`config.mk`:
```
export PLATFORM = sky130hd
export DESIGN_NAME = load_switch_ctrl
export DESIGN_NICKNAME = d
export VERILOG_FILES = /design/src/rtl/lsw_pkg.sv /design/src/rtl/lsw_regs.sv /design/src/rtl/lsw_watchdog.sv /design/src/rtl/lsw_gate.sv /design/src/rtl/load_switch_ctrl.sv
export SDC_FILE = /design/constraint.sdc
export NUM_CORES = 1
export LEC_CHECK = 0
export BUFFER_PORTS_ARGS = -buffer_cell sky130_fd_sc_hd__buf_2
export CELL_PAD_IN_SITES_DETAIL_PLACEMENT = 1
export CELL_PAD_IN_SITES_GLOBAL_PLACEMENT = 1
export CORE_MARGIN = 2
export CORE_UTILIZATION = 42
export CTS_CLUSTER_SIZE = 30
export DETAILED_ROUTE_END_ITERATION = 8
export PLACE_DENSITY = 0.84
export REMOVE_ABC_BUFFERS = 1
export SYNTH_ARGS = -nofsm -noshare
export SYNTH_HDL_FRONTEND = slang
export SYNTH_SLANG_ARGS = --single-unit
export TNS_END_PERCENT = 50
```
`constraint.sdc`:
```
create_clock -name clk -period 7.3 [get_ports clk]
set_input_delay 1.095 -clock clk [delete_from_list [all_inputs] [get_ports clk]]
set_output_delay 1.095 -clock clk [all_outputs]
set_load 0.05 [all_outputs]
```
`src/rtl/lsw_pkg.sv`:
```
package lsw_pkg;

    // Control fields, bit 0 upward: enable, auto-discharge, wait select
    typedef struct packed {
        logic [1:0] wait_sel;
        logic       auto_dis;
        logic       enable;
    } lsw_ctrl_t;

    // Read-only status flags, bit 4 upward
    typedef struct packed {
        logic pwr_good;
        logic over_temp;
        logic over_cur;
        logic timed_out;
    } lsw_flags_t;

    typedef enum logic [1:0] {
        WD_OFF   = 2'd0,
        WD_START = 2'd1,
        WD_RUN   = 2'd2
    } wd_mode_e;

    localparam logic [3:0] CTRL_RESET = 4'h2;

    // Multiplier exponent for the wait code: x1, x4, x8, x16
    function automatic int unsigned wait_shift(input logic [1:0] sel);
        case (sel)
            2'b00:   return 0;
            2'b01:   return 2;
            2'b10:   return 3;
            default: return 4;
        endcase
    endfunction

endpackage

```
`src/rtl/lsw_regs.sv`:
```
module lsw_regs
    import lsw_pkg::*;
(
    input  logic       clk,
    input  logic       rst,
    input  logic       wr_en,
    input  logic [3:0] wr_bits,
    input  logic       trip_now,
    input  logic       gate_q,
    input  logic       over_temp,
    input  logic       ilim_active,
    input  logic       out_above_80,
    output lsw_ctrl_t  ctrl,
    output lsw_flags_t flags,
    output logic       ovl_event,
    output logic [7:0] rd_data
);

    lsw_ctrl_t ctrl_q;
    logic      tripped_q;
    logic      ot_q;
    logic      oc_q;
    logic      pg_q;
    logic      ovl_q;
    logic      rearm;
    logic      oc_d;

    assign rearm = wr_en & wr_bits[0];
    assign oc_d  = ilim_active & gate_q;

    always_ff @(posedge clk) begin
        if (rst) begin
            ctrl_q <= lsw_ctrl_t'(CTRL_RESET);
        end else if (wr_en) begin
            ctrl_q <= lsw_ctrl_t'(wr_bits);
        end
    end

    always_ff @(posedge clk) begin
        if (rst) begin
            tripped_q <= 1'b0;
        end else if (trip_now) begin
            tripped_q <= 1'b1;
        end else if (rearm) begin
            tripped_q <= 1'b0;
        end
    end

    always_ff @(posedge clk) begin
        if (rst) begin
            ot_q  <= 1'b0;
            oc_q  <= 1'b0;
            pg_q  <= 1'b0;
            ovl_q <= 1'b0;
        end else begin
            ot_q  <= over_temp;
            oc_q  <= oc_d;
            pg_q  <= out_above_80;
            ovl_q <= oc_d & ~oc_q;
        end
    end

    always_comb begin
        ctrl            = ctrl_q;
        flags.timed_out = tripped_q;
        flags.over_cur  = oc_q;
        flags.over_temp = ot_q;
        flags.pwr_good  = pg_q;
    end

    assign ovl_event = ovl_q;
    assign rd_data   = {flags, ctrl_q};


    latch_hold_chk: assert property (@(posedge clk) disable iff (rst)
        (tripped_q && !rearm) |=> tripped_q);


    ovl_pulse_chk: assert property (@(posedge clk) disable iff (rst)
        ovl_q |=> !ovl_q);


    ovl_on_rise_chk: assert property (@(posedge clk) disable iff (rst)
        $rose(oc_q) |-> ovl_q);

endmodule

```
`src/rtl/lsw_watchdog.sv`:
```
module lsw_watchdog
    import lsw_pkg::*;
#(
    parameter int unsigned BASE_US = 200
) (
    input  logic       clk,
    input  logic       rst,
    input  logic       tick_us,
    input  logic [1:0] wait_sel,
    input  logic       start,
    input  logic       gate_q,
    input  logic       out_at_in,
    input  logic       ilim_active,
    output logic       trip_now
);

    localparam int unsigned MAX_LIM = BASE_US * 16;
    localparam int unsigned CNT_W   = $clog2(MAX_LIM + 1);

    wd_mode_e         mode_q;
    logic [CNT_W-1:0] cnt_q;
    logic [CNT_W-1:0] lim;
    logic             running;
    logic             expire;
    logic             startup_fail;

    always_comb begin
        lim          = CNT_W'(BASE_US) << wait_shift(wait_sel);
        running      = (mode_q == WD_START) | ((mode_q == WD_RUN) & ilim_active);
        expire       = running & tick_us & (cnt_q >= lim - CNT_W'(1));
        startup_fail = (mode_q == WD_START) & ~out_at_in;
        trip_now     = expire & (startup_fail | ilim_active);
    end

    always_ff @(posedge clk) begin
        if (rst) begin
            mode_q <= WD_OFF;
            cnt_q  <= '0;
        end else if (start) begin
            mode_q <= WD_START;
            cnt_q  <= '0;
        end else if (!gate_q || trip_now) begin
            mode_q <= WD_OFF;
            cnt_q  <= '0;
        end else if (expire) begin
            mode_q <= WD_RUN;
            cnt_q  <= '0;
        end else if (running) begin
            if (tick_us) begin
                cnt_q <= cnt_q + CNT_W'(1);
            end
        end else begin
            cnt_q <= '0;
        end
    end


    cnt_bound_chk: assert property (@(posedge clk) disable iff (rst)
        cnt_q <= CNT_W'(MAX_LIM));


    no_tick_hold_chk: assert property (@(posedge clk) disable iff (rst)
        (!tick_us && !start && gate_q && running) |=> $stable(cnt_q));


    off_idle_chk: assert property (@(posedge clk) disable iff (rst)
        (!gate_q && !start) |=> (mode_q == WD_OFF));

endmodule

```
`src/rtl/lsw_gate.sv`:
```
module lsw_gate (
    input  logic clk,
    input  logic rst,
    input  logic enable,
    input  logic auto_dis,
    input  logic conv_a_en,
    input  logic conv_a_pg,
    input  logic conv_b_en,
    input  logic conv_b_pg,
    input  logic tripped,
    input  logic trip_now,
    input  logic over_temp,
    output logic gate_q,
    output logic gate_rise,
    output logic dis_en
);

    logic up_ok;
    logic gate_d;

    always_comb begin
        up_ok     = conv_a_en & conv_a_pg & conv_b_en & conv_b_pg;
        gate_d    = enable & up_ok & ~tripped & ~trip_now & ~over_temp;
        gate_rise = gate_d & ~gate_q;
        dis_en    = auto_dis & ~gate_q;
    end

    always_ff @(posedge clk) begin
        if (rst) begin
            gate_q <= 1'b0;
        end else begin
            gate_q <= gate_d;
        end
    end


    interlock_chk: assert property (@(posedge clk) disable iff (rst)
        $rose(gate_q) |-> $past(up_ok && enable));


    drop_chk: assert property (@(posedge clk) disable iff (rst)
        !up_ok |=> !gate_q);


    discharge_chk: assert property (@(posedge clk) disable iff (rst)
        gate_q |-> !dis_en);


    hot_off_chk: assert property (@(posedge clk) disable iff (rst)
        over_temp |=> !gate_q);


    trip_off_chk: assert property (@(posedge clk) disable iff (rst)
        trip_now |=> !gate_q);

endmodule

```
`src/rtl/load_switch_ctrl.sv`:
```
module load_switch_ctrl
    import lsw_pkg::*;
#(
    parameter int unsigned BASE_US = 200
) (
    input  logic       clk,
    input  logic       rst,
    input  logic       tick_us,
    input  logic       wr_en,
    input  logic [7:0] wr_data,
    output logic [7:0] rd_data,
    input  logic       conv_a_en,
    input  logic       conv_a_pg,
    input  logic       conv_b_en,
    input  logic       conv_b_pg,
    input  logic       out_at_in,
    input  logic       out_above_80,
    input  logic       ilim_active,
    input  logic       over_temp,
    output logic       gate_en,
    output logic       dis_en,
    output logic       ovl_event
);

    lsw_ctrl_t  ctrl;
    lsw_flags_t flags;
    logic       gate_q;
    logic       gate_rise;
    logic       trip_now;
    logic       unused_wr_hi;

    // Upper write bits address read-only flags and are dropped
    assign unused_wr_hi = ^wr_data[7:4];

    lsw_regs u_regs (
        .clk          (clk),
        .rst          (rst),
        .wr_en        (wr_en),
        .wr_bits      (wr_data[3:0]),
        .trip_now     (trip_now),
        .gate_q       (gate_q),
        .over_temp    (over_temp),
        .ilim_active  (ilim_active),
        .out_above_80 (out_above_80),
        .ctrl         (ctrl),
        .flags        (flags),
        .ovl_event    (ovl_event),
        .rd_data      (rd_data)
    );

    lsw_watchdog #(
        .BASE_US (BASE_US)
    ) u_wdog (
        .clk         (clk),
        .rst         (rst),
        .tick_us     (tick_us),
        .wait_sel    (ctrl.wait_sel),
        .start       (gate_rise),
        .gate_q      (gate_q),
        .out_at_in   (out_at_in),
        .ilim_active (ilim_active),
        .trip_now    (trip_now)
    );

    lsw_gate u_gate (
        .clk       (clk),
        .rst       (rst),
        .enable    (ctrl.enable),
        .auto_dis  (ctrl.auto_dis),
        .conv_a_en (conv_a_en),
        .conv_a_pg (conv_a_pg),
        .conv_b_en (conv_b_en),
        .conv_b_pg (conv_b_pg),
        .tripped   (flags.timed_out),
        .trip_now  (trip_now),
        .over_temp (over_temp),
        .gate_q    (gate_q),
        .gate_rise (gate_rise),
        .dis_en    (dis_en)
    );

    assign gate_en = gate_q;


    no_revive_chk: assert property (@(posedge clk) disable iff (rst)
        (flags.timed_out && !(wr_en && wr_data[0])) |=> !gate_en);


    wr_ro_chk: assert property (@(posedge clk) disable iff (rst)
        wr_en |=> (rd_data[3:0] == $past(wr_data[3:0])));

endmodule

```
======== Word level (Yosys, flattened, before mapping) ========
Index checks and enable logic that the tools add are counted.
word-level totals
  register bits after elaboration ......... 24
  word-level logic and storage cells ...... 59
cells by class
  add/subtract/negate cells ............... 2
  order comparisons ....................... 1
  equal/unequal tests ..................... 4
  shift operators ......................... 1
  muxes and demuxes ....................... 6
  bitwise gates (word level) .............. 26
  reductions and logical operators ........ 7
operator list
  kind                                                count
  AND 1 bit                                           17
  adder 12 x 1 -> 12 bit, second input constant       1
  >= comparator 12 bit                                1
  << shifter 8 x 3 -> 12 bit, first input constant    1
  subtractor 12 x 1 -> 12 bit, second input constant  1
  one-hot mux 3 bit (3 select lines)                  1
  NOT 1 bit                                           7
  two-way mux 1 bit                                   5
  OR reduction 5 bit                                  1
  == test 2 x 1 -> 1 bit, second input constant       2
  == test 2 bit, second input constant                2
  nonzero test 3 bit                                  1
  OR reduction 3 bit                                  1
  zero test 2 bit                                     1
  bitwise OR 1 bit                                    2
  nonzero test 2 bit                                  1
  zero test 1 bit                                     1
  logical OR 1 bit                                    1

======== Longest topological paths before layout ========
Gate-level depths: netlist of the first run.
  depth after elaboration ................. 12
  depth in mapped cells ................... 11
  mapped depth without buffers ............ 10

======== Hierarchy ========
A second synthesis of the first run with hierarchy kept.
second synthesis, totals
  cell total of the unflattened synthesis .. 156
  area, all modules ....................... 1,413.9 um^2
by module, submodules not included
  module        instances  cells an instance  area each (um^2)
  lsw_watchdog  1          112                975.9
  lsw_regs      1          38                 385.4
  lsw_gate      1          6                  52.6

======== Least setup slack after synthesis of the first run ========
No wires, ideal clock.
  kind .................................... reg-to-reg
  from .................................... register u_regs.ctrl_q (netlist bit u_regs.ctrl[2])
  to ...................................... register u_wdog.cnt_q[10]
  arrival time ............................ 2,850 ps
  required time ........................... 7,236 ps
  slack ................................... 4,386 ps
  stages on the path, launching flop included .. 12
  path buffers ............................ 1
  period minus slack after synthesis ...... 2,914 ps
  cells stage by stage .................... dfxtp_1 > inv_1 > ha_1 > nor2_1 > a21oi_1 > ha_1 > a211oi_2 > nor2_1 > o31a_1 > or3_4 > buf_6 > nor2_1
between the ends
  cells in the longest elaborated chain, start to end .. 12
ends and longest elaborated chain
  what                                         RTL line            text
  start: declaration                           lsw_regs.sv:19      lsw_ctrl_t ctrl_q;
  start signal: assignment                     lsw_regs.sv:33      ctrl_q <= lsw_ctrl_t'(CTRL_RESET);
  start signal: assignment                     lsw_regs.sv:35      ctrl_q <= lsw_ctrl_t'(wr_bits);
  == test 2 bit, or another cell as far along  lsw_pkg.sv:28       case (sel)
  one-hot mux 3 bit (3 select lines) *         lsw_pkg.sv:28
  << shifter 8 x 3 -> 12 bit *                 lsw_watchdog.sv:28  lim = CNT_W'(BASE_US) << wait_shift(wait_sel);
  subtractor 12 x 1 -> 12 bit *                lsw_watchdog.sv:30  expire = running & tick_us & (cnt_q >= lim - CNT_W'(1));
  >= comparator 12 bit *                       lsw_watchdog.sv:30
  AND 1 bit *                                  lsw_watchdog.sv:30
  AND 1 bit                                    lsw_watchdog.sv:32  trip_now = expire & (startup_fail | ilim_active);
  NOT 1 bit                                    lsw_gate.sv:23      gate_d = enable & up_ok & ~tripped & ~trip_now & ~over_temp;
  AND 1 bit (2 in a row)                       lsw_gate.sv:23
  AND 1 bit                                    lsw_gate.sv:24      gate_rise = gate_d & ~gate_q;
  OR reduction 5 bit (no source line) *        n/a
  end signal: assignment                       lsw_watchdog.sv:50  cnt_q <= cnt_q + CNT_W'(1);
  end: declaration                             lsw_watchdog.sv:21  logic [CNT_W-1:0] cnt_q;
Mark *: on every way between the ends. The rest lies on a longest branch, timed or not.
A chain may end at the register's enable or synchronous reset.

======== Final worst setup path of the first run ========
  from .................................... register u_regs.ctrl_q (netlist bit u_regs.ctrl[3])
  to ...................................... register u_wdog.cnt_q[10]
The elaborated chain is that of the path after synthesis.

==> impl_metrics.csv, run 1 <==
group,metric,value,unit
status,outcome,"completed",
critical_path,critPathKind,"flip-flop to flip-flop",
detailed_routing,drt_drc,0,
clock_network,cts.sink_count,24,
timing,fin_skew,0.0103,ns
timing,total_negative_slack_for_setup_checks,0,ns
critical_path,rrSetupSlack,4.52,ns
final_layout,layout.filler_cells,380,
grt,groute.usage.overall,0.184,
timing,hold_violations,0,
place,dpl_cell_area,0.00147,mm^2
detailed_routing,vias_per_cell,5.10,
final_layout,fraction_of_layout_instances_using_a_drive_strength_above_1,0.190,
grt,antenna_found_initial,0,
detailed_routing,firstDrtPassIters,4,
clock_network,worstSkewPairLatency,0.32,ns
critical_path,slowest_stage,"sky130_fd_sc_hd__or3_4",
synth,synth_area,0.00135,mm^2
synth,synth_most_common_cell,"sky130_fd_sc_hd__dfxtp_1",
grt,grt_max_degree,15,
clock_network,postCtsSetupRepairBufs,0,
critical_path,setup.worst_path.start_class,"flip-flop",
timing,maxClockFrequency,359,MHz
detailed_routing,via_count,1112,
hold_path,hold_path.startpoint,"u_regs.oc_q",
timing,grt_setup_unrepaired,"false",
clock_network,clockRootBuffer,"sky130_fd_sc_hd__clkbuf_4",
synth,synth_common_cells,"sky130_fd_sc_hd__dfxtp_1, sky130_fd_sc_hd__nor2_1, sky130_fd_sc_hd__ha_1",
grt,vias_in_the_first_global_route,1143,
clock_network,cts_tree,"yes",
synth,number_of_enable_flip_flop_cells_after_synthesis,0,
synth,synthesis.instances,153,
final_layout,layout.cell_area.non_filler,0.00152,mm^2
critical_path,setup.worst_path.end_class,"flip-flop",
synth,yosys_warnings,0,
synth,synth_top_cells_by_area,"sky130_fd_sc_hd__dfxtp_1, sky130_fd_sc_hd__ha_1, sky130_fd_sc_hd__nor2_1, sky130_fd_sc_hd__xnor2_1, sky130_fd_sc_hd__buf_4",
timing,setup_violations,0,
final_layout,synth_to_final_area_change,12.8,%
critical_path,worstPathBufferInverterCount,1,
synth,synth_area_per_cell,8.83,um^2
flow_run,maximum_capacitance_violations,0,
grt,grt_overflow_total,0,
synth,synthDistinctLibCells,34,
place,place.detailed.hpwl,2480,um
critical_path,critPathRequiredTime,7.56,ns
detailed_routing,route.final.wire_length,3040,um
clock_network,clk_pin_slew,0.14,ns
critical_path,critical_path.cell_chain,"inv_1 > ha_1 > nor2_1 > a21oi_1 > ha_1 > a211oi_2 > nor2_1 > o31a_1 > or3_4 > nor2_1",
critical_path,critPathMostFrequentCell,"sky130_fd_sc_hd__nor2_1",
final_layout,multiInputGateArea,768,um^2
clock_network,tritoncts.num_buffers,3,
clock_network,cts-hold-fix-buffers,0,
die,fp-row-count,20,
critical_path,max_fo_critical_path,12,
hold_path,worst_hold_path_type,"flip-flop to flip-flop",
synth,synth_async_sr_flop_share,0,
synth,most_used_dff_post_synth,"sky130_fd_sc_hd__dfxtp_1",
power,powerDensity,174,mW/mm^2
die,ios,31,
final_layout,design.final.nets,211,
timing,slew_viol_final,0,
synth,synth.yosys.seq_area_share,0.356,
final_layout,utilization,0.499,
detailed_routing,drt.antenna.violating_nets,0,
timing,final_min_period_over_clock_period,0.381,
final_layout,layout.area.seq,480,um^2
synth,synth_top_cell_by_area,"sky130_fd_sc_hd__dfxtp_1",
die,placeableCoreArea,0.00305,mm^2
clock_network,postCtsResizedCells,0,
clock_network,clock_path_buffers,2,
critical_path,crit_path_max_incr_delay,0.49,ns
detailed_routing,post_drt_wl_per_cell,14.0,um
critical_path,r2r-start,"u_regs.ctrl[3]",
clock_network,htree_levels,1,
critical_path,worst_r2r_path_depth,10,
power,total_leakage_power,0.685,nW
timing,tightest_slew,0.362,ns
die,die_area,0.00369,mm^2
timing,holdWs,0.413,ns
die,initial_core_utilization,0.443,
hold_path,hold_end,"u_regs.ovl_event",
die,die_x,60.7,um
hold_path,holdPathStages,1,
final_layout,antenna_cells_inserted,0,
power,peakVddDrop,76.0,uV
synth,yosys_register_bits,24,
synth,synth_largest_type_area_fraction,0.356,
detailed_routing,drt_iter0_markers,30,
die,die_height,60.7,um
grt,wire_length_of_the_first_global_routing_pass,5020,um
place,place_congestion,0.808,
critical_path,cpLargestDelayFamily,"simple AND/OR/NAND/NOR gates",
power,power.total,0.265,mW
critical_path,reg2reg_to,"u_wdog.cnt_q[10]",
critical_path,cp.arrival,3.04,ns
timing,slew_headroom,0.757,
timing,finalWorstPathRequiredPeriod,2.78,ns
place,port-buffer-count,26,
state kept, by name, summed over array words and instances, names as in the netlist:
register	cells
u_gate.gate_q	1
u_wdog.mode_q	2
u_regs.ctrl	4
u_wdog.cnt_q	12
u_regs.ovl_event	1
u_regs.tripped_q	1
u_regs.pg_q	1
u_regs.ot_q	1
u_regs.oc_q	1
how the worst max path moves through the flow:
| stage | start | endpoint | slack [ns] | depth (start not counted) |
|---|---|---|---|---|
| finish | u_regs.ctrl[3] | u_wdog.cnt_q[10] | 4.52 | 10 |
| global route | u_regs.ctrl[3] | u_wdog.cnt_q[5] | 4.35 | 10 |
| floorplan | u_regs.ctrl[2] | u_wdog.cnt_q[0] | 4.46 | 10 |
| detailed placement | u_regs.ctrl[2] | u_wdog.cnt_q[5] | 4.54 | 10 |
| global placement | u_regs.ctrl[2] | u_wdog.cnt_q[0] | 4.70 | 10 |
| CTS | u_regs.ctrl[2] | u_wdog.cnt_q[6] | 4.49 | 10 |
final cells by class:
class	instances	area share
Timing Repair Buffer	26	0.0854
Multi-Input combinational cell	110	0.504
Inverter	10	0.0246
Sequential cell	24	0.315
Clock buffer	3	0.0148
Tap cell	44	0.0361
Clock inverter	1	0.0197
layout by cell type (no fill, tap or decap):
cell type / instances
sky130_fd_sc_hd__or3_4: 1
sky130_fd_sc_hd__inv_1: 10
sky130_fd_sc_hd__dfxtp_1: 24
sky130_fd_sc_hd__or4_1: 1
sky130_fd_sc_hd__a21o_1: 3
sky130_fd_sc_hd__nand4_1: 6
sky130_fd_sc_hd__a211oi_2: 1
sky130_fd_sc_hd__nand2_1: 9
sky130_fd_sc_hd__o21ai_1: 1
sky130_fd_sc_hd__buf_2: 26
sky130_fd_sc_hd__mux2i_1: 4
sky130_fd_sc_hd__a22o_1: 1
sky130_fd_sc_hd__nor2_1: 23
sky130_fd_sc_hd__and3_1: 2
sky130_fd_sc_hd__and3b_1: 1
sky130_fd_sc_hd__and2_1: 1
sky130_fd_sc_hd__a21oi_1: 5
sky130_fd_sc_hd__xor2_1: 5
sky130_fd_sc_hd__o31a_1: 1
sky130_fd_sc_hd__nand4b_1: 1
sky130_fd_sc_hd__ha_1: 16
sky130_fd_sc_hd__or2_2: 1
sky130_fd_sc_hd__a31oi_1: 3
sky130_fd_sc_hd__o21ai_0: 3
sky130_fd_sc_hd__xnor2_1: 6
sky130_fd_sc_hd__o22ai_1: 1
sky130_fd_sc_hd__clkbuf_4: 3
sky130_fd_sc_hd__a211o_1: 2
sky130_fd_sc_hd__nor2b_1: 7
sky130_fd_sc_hd__bufinv_16: 1
sky130_fd_sc_hd__nor4_1: 1
sky130_fd_sc_hd__nor3_1: 2
sky130_fd_sc_hd__nand2b_1: 2
routing by layer:
metal / vias up / track usage / wire [um]
met5: - / 0 / 0
met4: 0 / 0.0745 / 43
met3: 4 / 0.0277 / 72
met2: 14 / 0.353 / 1710
met1: 535 / 0.200 / 1220
li1: 559 / - / -
cells by family (layout without fill, tap and decap cells):
logic type | Yosys count | in the layout | share of synthesized area
compound gates | 21 | 21 | 0.104
xor+xnor | 11 | 11 | 0.0713
fa+ha+maj | 16 | 16 | 0.148
buf+inv | 19 | 40 | 0.0759
flops | 24 | 24 | 0.356
mux | 4 | 4 | 0.0296
simple gates | 58 | 58 | 0.216
report_power, final:
part	switching [mW]	total [mW]	internal (mW)
combinational	0.0211	0.0327	0.0116
sequential	0.00173	0.135	0.133
clock	0.0417	0.0972	0.0555
total	0.0645	0.265	0.200
metrics by stage:
| stage | instances | setup slack, ns |
|---|---|---|
| global placement | 214 | 4.70 |
| finish | 218 | 4.52 |
| global route | 218 | 4.35 |
| floorplan | 144 | 4.46 |
| CTS | 218 | 4.49 |
| detailed placement | 214 | 4.54 |
No activity file was read; power rests on OpenSTA's default activity.
==> run 2: changes to the inputs <==
- CORE_UTILIZATION: 42 -> 35
- PLACE_DENSITY: 0.84 -> 0.75
- clock period: 7.3 -> 2.5 ns (I/O delays scaled with it)
==> run 2 against run 1 <==
Effect of this change: via count is 1.4% higher; power grew to 2.8 times the previous value; worst setup slack worse by 4.4 ns; first-iteration DRC count is 37% lower; global-route usage is 3.4 points lower; sequential cell count stayed put; die area is 19% higher; sequential power grew to 2.9 times the previous value; sequential share of layout area is 1.7 points lower; routed wire length is 3.2% higher; final cell count is 4.6% higher; fmax is 17% higher; critical path type unchanged; largest cell class unchanged; largest power group unchanged.
==> impl_metrics.csv, run 2 (synthesis gave the netlist of run 1 again) <==
group,metric,value,unit
status,outcome,"completed",
critical_path,cp.arrival,2.55,ns
final_layout,antenna_cells_inserted,0,
grt,vias_in_the_first_global_route,1093,
timing,slew_viol_final,0,
detailed_routing,drt_drc,0,
place,port-buffer-count,26,
detailed_routing,drt.antenna.violating_nets,0,
critical_path,setup.worst_path.start_class,"flip-flop",
clock_network,clockRootBuffer,"sky130_fd_sc_hd__clkbuf_8",
clock_network,worstSkewPairLatency,0.26,ns
power,share_clk_of_total_power,0.316,
critical_path,setup.worst_path.end_class,"flip-flop",
timing,post-route-worst-setup-slack,0.112,ns
die,ios,31,
timing,tightest_slew,0.354,ns
final_layout,fraction_of_layout_instances_using_a_drive_strength_above_1,0.272,
power,comb_power_share,0.148,
grt,antenna_found_initial,0,
detailed_routing,via_count,1128,
place,place_congestion,0.707,
final_layout,layout.filler_cells,465,
grt,grt_max_degree,13,
final_layout,layout_commonest_cell,"sky130_fd_sc_hd__buf_2",
detailed_routing,firstDrtPassIters,4,
power,switching_power,0.191,mW
clock_network,htree_levels,1,
final_layout,largest_register,"u_wdog.cnt_q",
place,place.detailed.hpwl,2370,um
critical_path,critPathKind,"flip-flop to flip-flop",
clock_network,cts.sink_count,24,
grt,grt_overflow_total,0,
timing,slew_headroom,0.763,
timing,grt_setup_unrepaired,"false",
final_layout,mostFrequentLayoutCells,"sky130_fd_sc_hd__buf_2, sky130_fd_sc_hd__nor2_1, sky130_fd_sc_hd__dfxtp_1, sky130_fd_sc_hd__ha_1, sky130_fd_sc_hd__nand2_1",
clock_network,cts-hold-fix-buffers,0,
hold_path,worst_hold_path_type,"input port to flip-flop",
clock_network,tritoncts.num_buffers,3,
timing,finalWorstPathRequiredPeriod,2.39,ns
clock_network,cts_tree,"yes",
power,powerDensity,450,mW/mm^2
clock_network,clock_path_buffers,2,
critical_path,reg2reg_to,"u_wdog.mode_q[1]",
timing,maxClockFrequency,419,MHz
critical_path,critPathRequiredTime,2.66,ns
critical_path,r2r-start,"u_regs.ctrl[2]",
detailed_routing,vias_per_cell,4.95,
final_layout,largest_reg_flops,12,
grt,groute.usage.overall,0.151,
critical_path,rrSetupSlack,0.11,ns
power,cellInternalPower,0.538,mW
die,die_x,66.1,um
final_layout,utilization,0.439,
critical_path,critPathLaunch,"u_regs.ctrl[2]",
power,register_share_of_total_power,0.536,
critical_path,max_fo_critical_path,4,
die,fp-row-count,22,
final_layout,design.final.nets,218,
critical_path,crit_end,"u_wdog.mode_q[1]",
flow_run,maximum_capacitance_violations,0,
detailed_routing,drt_iter0_markers,19,
timing,setup_violations,0,
final_layout,synth_to_final_area_change,19.8,%
power,power_switching_share,0.262,
grt,wire_length_of_the_first_global_routing_pass,5060,um
critical_path,worst_r2r_path_depth,11,
power,total_leakage_power,0.718,nW
detailed_routing,route.final.wire_length,3140,um
die,die_height,66.1,um
clock_network,clk_pin_slew,0.08,ns
detailed_routing,post_drt_wl_per_cell,13.8,um
power,peakVddDrop,320,uV
place,preCtsSetupSlack,-0.121,ns
timing,hold_violations,0,
timing,fin_skew,0.00420,ns
die,placeableCoreArea,0.00369,mm^2
die,initial_core_utilization,0.366,
timing,final_min_period_over_clock_period,0.955,
die,die_area,0.00437,mm^2
-- run 2: per-layer routing --
metal / GRT usage / vias to the layer above / part of all wire
met1: 0.185 / 533 / 0.44
met4: 0.0459 / 0 / 0.012
met3: 0.0153 / 6 / 0.022
met2: 0.274 / 15 / 0.52
li1: - / 574 / -
met5: 0 / - / 0
-- run 2: worst min path at each step --
stage                                   to   startpoint  slack (ns)  cells after the start
after floorplan             u_regs.ctrl[0]          rst        0.44                      1
after global placement    u_regs.ovl_event  u_regs.oc_q        0.39                      1
after detailed placement  u_regs.ovl_event  u_regs.oc_q        0.40                      1
after CTS                   u_regs.ctrl[1]   wr_data[1]        0.31                      2
after global routing        u_regs.ctrl[1]   wr_data[1]        0.31                      2
final                       u_regs.ctrl[1]   wr_data[1]        0.31                      2
-- run 2: power groups by stage --
stage / logic, mW / clock network (mW) / registers (mW)
floorplan: 0.0395 / 0 / 0.421
global placement: 0.0934 / 0 / 0.399
detailed placement: 0.101 / 0 / 0.399
CTS: 0.106 / 0.239 / 0.390
global route: 0.118 / 0.258 / 0.392
finish: 0.108 / 0.230 / 0.391
-- run 2: cell type report --
cell class	count	area [um^2]	area share
Clock buffer	3	41.3	0.0255
Inverter	10	37.5	0.0232
Sequential cell	24	483	0.298
Multi-Input combinational cell	111	822	0.508
Timing Repair Buffer	32	175	0.108
Tap cell	48	60.1	0.0371
-- run 2: critical path, cell delays in order, from the launching register on --
cell and delay, ns:
sky130_fd_sc_hd__dfxtp_2 0.34, sky130_fd_sc_hd__inv_2 0.05, sky130_fd_sc_hd__buf_4 0.13, sky130_fd_sc_hd__ha_1 0.20, sky130_fd_sc_hd__a21oi_2 0.21, sky130_fd_sc_hd__ha_4 0.24, sky130_fd_sc_hd__a211oi_2 0.17, sky130_fd_sc_hd__nor2_1 0.06
sky130_fd_sc_hd__o31a_1 0.36, sky130_fd_sc_hd__buf_4 0.16, sky130_fd_sc_hd__buf_4 0.13, sky130_fd_sc_hd__a211o_1 0.24
-- run 2: per-stage QoR --
step | TNS [ns] | hold WS [ns] | power (mW) | instances | instance area [um^2]
3_3_place_gp | 0 | 0.391 | 0.493 | 222 | 1510
4_1_cts | 0 | 0.309 | 0.736 | 226 | 1580
5_1_grt | 0 | 0.314 | 0.768 | 228 | 1620
3_5_place_dp | -1.16 | 0.398 | 0.500 | 222 | 1510
6_report | 0 | 0.312 | 0.729 | 228 | 1620
2_1_floorplan | -4.83 | 0.444 | 0.460 | 144 | 1290
-- run 2: timing repair --
| item | in CTS | in global routing |
|---|---|---|
| resized for setup | 3 | 9 |
| pin swaps | 2 | 9 |
| buffers inserted | 0 | 2 |
| cloned | 1 | 0 |
| setup endpoints to repair | 12 | 12 |
==> run 3: changes to the inputs <==
- CORE_ASPECT_RATIO: unset -> 1.75
- CORE_MARGIN: 2 -> unset
==> run 3 against run 2 <==
Effect of this change: via count increased by 3.4%; register-to-register slack about the same; sequential share of layout area increased by 0.33 points; power increased by 5.4%; critical path depth unchanged; combinational power decreased by 5%; routed wire length increased by 4.8%; sequential power about the same; worst hold slack got worse by 0.014 ns; sequential cell count unchanged; first-iteration DRC count decreased by 79%; largest cell class unchanged; highest routed layer unchanged.
==> impl_metrics.csv, run 3 (synthesis gave the netlist of run 1 again) <==
group,metric,value,unit
status,outcome,"completed",
detailed_routing,via_count,1166,
timing,finalWorstPathRequiredPeriod,2.39,ns
timing,tightest_slew,0.386,ns
critical_path,slowest_stage,"sky130_fd_sc_hd__dfxtp_2",
detailed_routing,firstDrtPassIters,4,
clock_network,clk_pin_slew,0.09,ns
clock_network,cts-hold-fix-buffers,0,
clock_network,cts.sink_count,24,
place,place_congestion,0.811,
timing,slew_headroom,0.740,
grt,wire_length_of_the_first_global_routing_pass,5460,um
timing,total_negative_slack_for_setup_checks,0,ns
place,placed_cells,219,
detailed_routing,vias_per_cell,5.16,
critical_path,cp.arrival,2.60,ns
final_layout,synth_to_final_area_change,18.5,%
grt,grt_max_degree,14,
final_layout,fraction_of_layout_instances_using_a_drive_strength_above_1,0.261,
detailed_routing,drt_iter0_markers,4,
critical_path,cpLargestDelayFamily,"simple AND/OR/NAND/NOR gates",
timing,hold_violations,0,
critical_path,critPathRequiredTime,2.72,ns
place,place.detailed.hpwl,2570,um
timing,fin_skew,0.00605,ns
grt,vias_in_the_first_global_route,1273,
hold_path,hold_path.startpoint,"wr_data[1]",
final_layout,antenna_cells_inserted,0,
grt,groute.usage.overall,0.175,
detailed_routing,drt.antenna.violating_nets,0,
die,die_x,49.0,um
die,placeableCoreArea,0.00366,mm^2
clock_network,clock_path_buffers,2,
final_layout,design.final.nets,217,
timing,slew_viol_final,0,
detailed_routing,route.final.wire_length,3290,um
timing,maxClockFrequency,419,MHz
clock_network,worstSkewPairLatency,0.27,ns
critical_path,critPathMostFrequentCell,"sky130_fd_sc_hd__and3_1",
critical_path,r2r-start,"u_regs.ctrl[2]",
critical_path,worstPathBufferInverterCount,3,
grt,grt_overflow_total,0,
final_layout,layout_commonest_cell,"sky130_fd_sc_hd__buf_2",
critical_path,setup.worst_path.start_class,"flip-flop",
final_layout,largest_register,"u_wdog.cnt_q",
die,initial_core_utilization,0.369,
power,peakVddDrop,331,uV
detailed_routing,drt_drc,0,
critical_path,setup.worst_path.end_class,"flip-flop",
die,ios,31,
power,powerDensity,480,mW/mm^2
die,fp-row-count,29,
clock_network,clockRootBuffer,"sky130_fd_sc_hd__clkbuf_8",
detailed_routing,post_drt_wl_per_cell,14.6,um
hold_path,worst_hold_path_type,"input port to flip-flop",
critical_path,max_fo_critical_path,4,
hold_path,holdPathStages,2,
die,die_area,0.00412,mm^2
flow_run,maximum_capacitance_violations,0,
clock_network,htree_levels,1,
final_layout,mostFrequentLayoutCells,"sky130_fd_sc_hd__buf_2, sky130_fd_sc_hd__nor2_1, sky130_fd_sc_hd__dfxtp_1, sky130_fd_sc_hd__ha_1, sky130_fd_sc_hd__nand2_1",
power,total_leakage_power,0.715,nW
final_layout,final_cell_count_no_fill,226,
timing,setup_violations,0,
clock_network,tritoncts.num_buffers,3,
critical_path,worst_r2r_path_depth,11,
timing,final_min_period_over_clock_period,0.955,
critical_path,crit_path_max_incr_delay,0.36,ns
critical_path,rrSetupSlack,0.11,ns
critical_path,critical_path.cell_chain,"inv_4 > ha_4 > inv_2 > mux2i_1 > ha_1 > and3_1 > and3_1 > o31a_1 > buf_4 > or2_2 > o21ai_1",
critical_path,critPathKind,"flip-flop to flip-flop",
die,die_height,84.2,um
grt,antenna_found_initial,0,
clock_network,cts_tree,"yes",
place,port-buffer-count,26,
hold_path,hold_end,"u_regs.ctrl[1]",
final_layout,largest_reg_flops,12,
critical_path,reg2reg_to,"u_wdog.mode_q[0]",
final_layout,layout.filler_cells,445,
timing,grt_setup_unrepaired,"false",
## run 3: cell types whose count changed in the layout (fill, tap and decap cells not counted), sizes merged
cell    change
buf         -1
clkbuf      +1
## run 3: report_power, final
| part | switching [mW] | total, mW | leakage (nW) | internal (mW) |
|---|---|---|---|---|
| Clock | 0.132 | 0.273 | 0.0288 | 0.141 |
| Combinational | 0.0637 | 0.103 | 0.491 | 0.0393 |
| Sequential | 0.00347 | 0.392 | 0.195 | 0.388 |
## run 3: layout make-up
| cell class | count | area, um^2 | area share |
|---|---|---|---|
| multi-input cells | 111 | 798 | 0.498 |
| inverters | 10 | 40.0 | 0.0250 |
| flip-flops and latches | 24 | 483 | 0.302 |
| clock buffers | 4 | 55.1 | 0.0344 |
| well taps | 46 | 57.6 | 0.0359 |
| repair buffers | 31 | 168 | 0.105 |
## run 3: what timing repair did
item	CTS	global route
gates cloned	1	0
pin swaps	1	4
gates resized for setup	2	8
buffers inserted	2	0
setup endpoints to repair	13	16
## run 3: worst max path at each step
| stage | to | slack, ns | depth (start not counted) | start |
|---|---|---|---|---|
| floorplan | u_wdog.cnt_q[0] | -0.34 | 10 | u_regs.ctrl[2] |
| global placement | u_wdog.cnt_q[5] | -0.008 | 10 | u_regs.ctrl[2] |
| detailed placement | u_wdog.cnt_q[0] | -0.09 | 10 | u_regs.ctrl[2] |
| CTS | u_wdog.mode_q[0] | 0.02 | 11 | u_regs.ctrl[2] |
| global route | u_wdog.mode_q[0] | 0.02 | 11 | u_regs.ctrl[2] |
| finish | u_wdog.mode_q[0] | 0.11 | 11 | u_regs.ctrl[2] |
## run 3: per-stage QoR
stage                     total power [mW]  worst slack, ns  instance area (um^2)  hold slack [ns]  utilization
after global routing                 0.797           0.0159                  1600            0.299        0.437
final                                0.768            0.113                  1600            0.297        0.437
after CTS                            0.775           0.0222                  1590            0.296        0.434
after floorplan                      0.460           -0.341                  1290            0.444            -
after global placement               0.492         -0.00814                  1500            0.392        0.408
after detailed placement             0.498          -0.0935                  1500            0.399        0.408
## run 3: routing by layer
metal / vias up / GRT usage / part of all wire
met5: - / 0 / 0
met4: 0 / 0.110 / 0.042
met2: 31 / 0.355 / 0.59
met1: 553 / 0.151 / 0.34
li1: 569 / - / -
met3: 13 / 0.0236 / 0.029
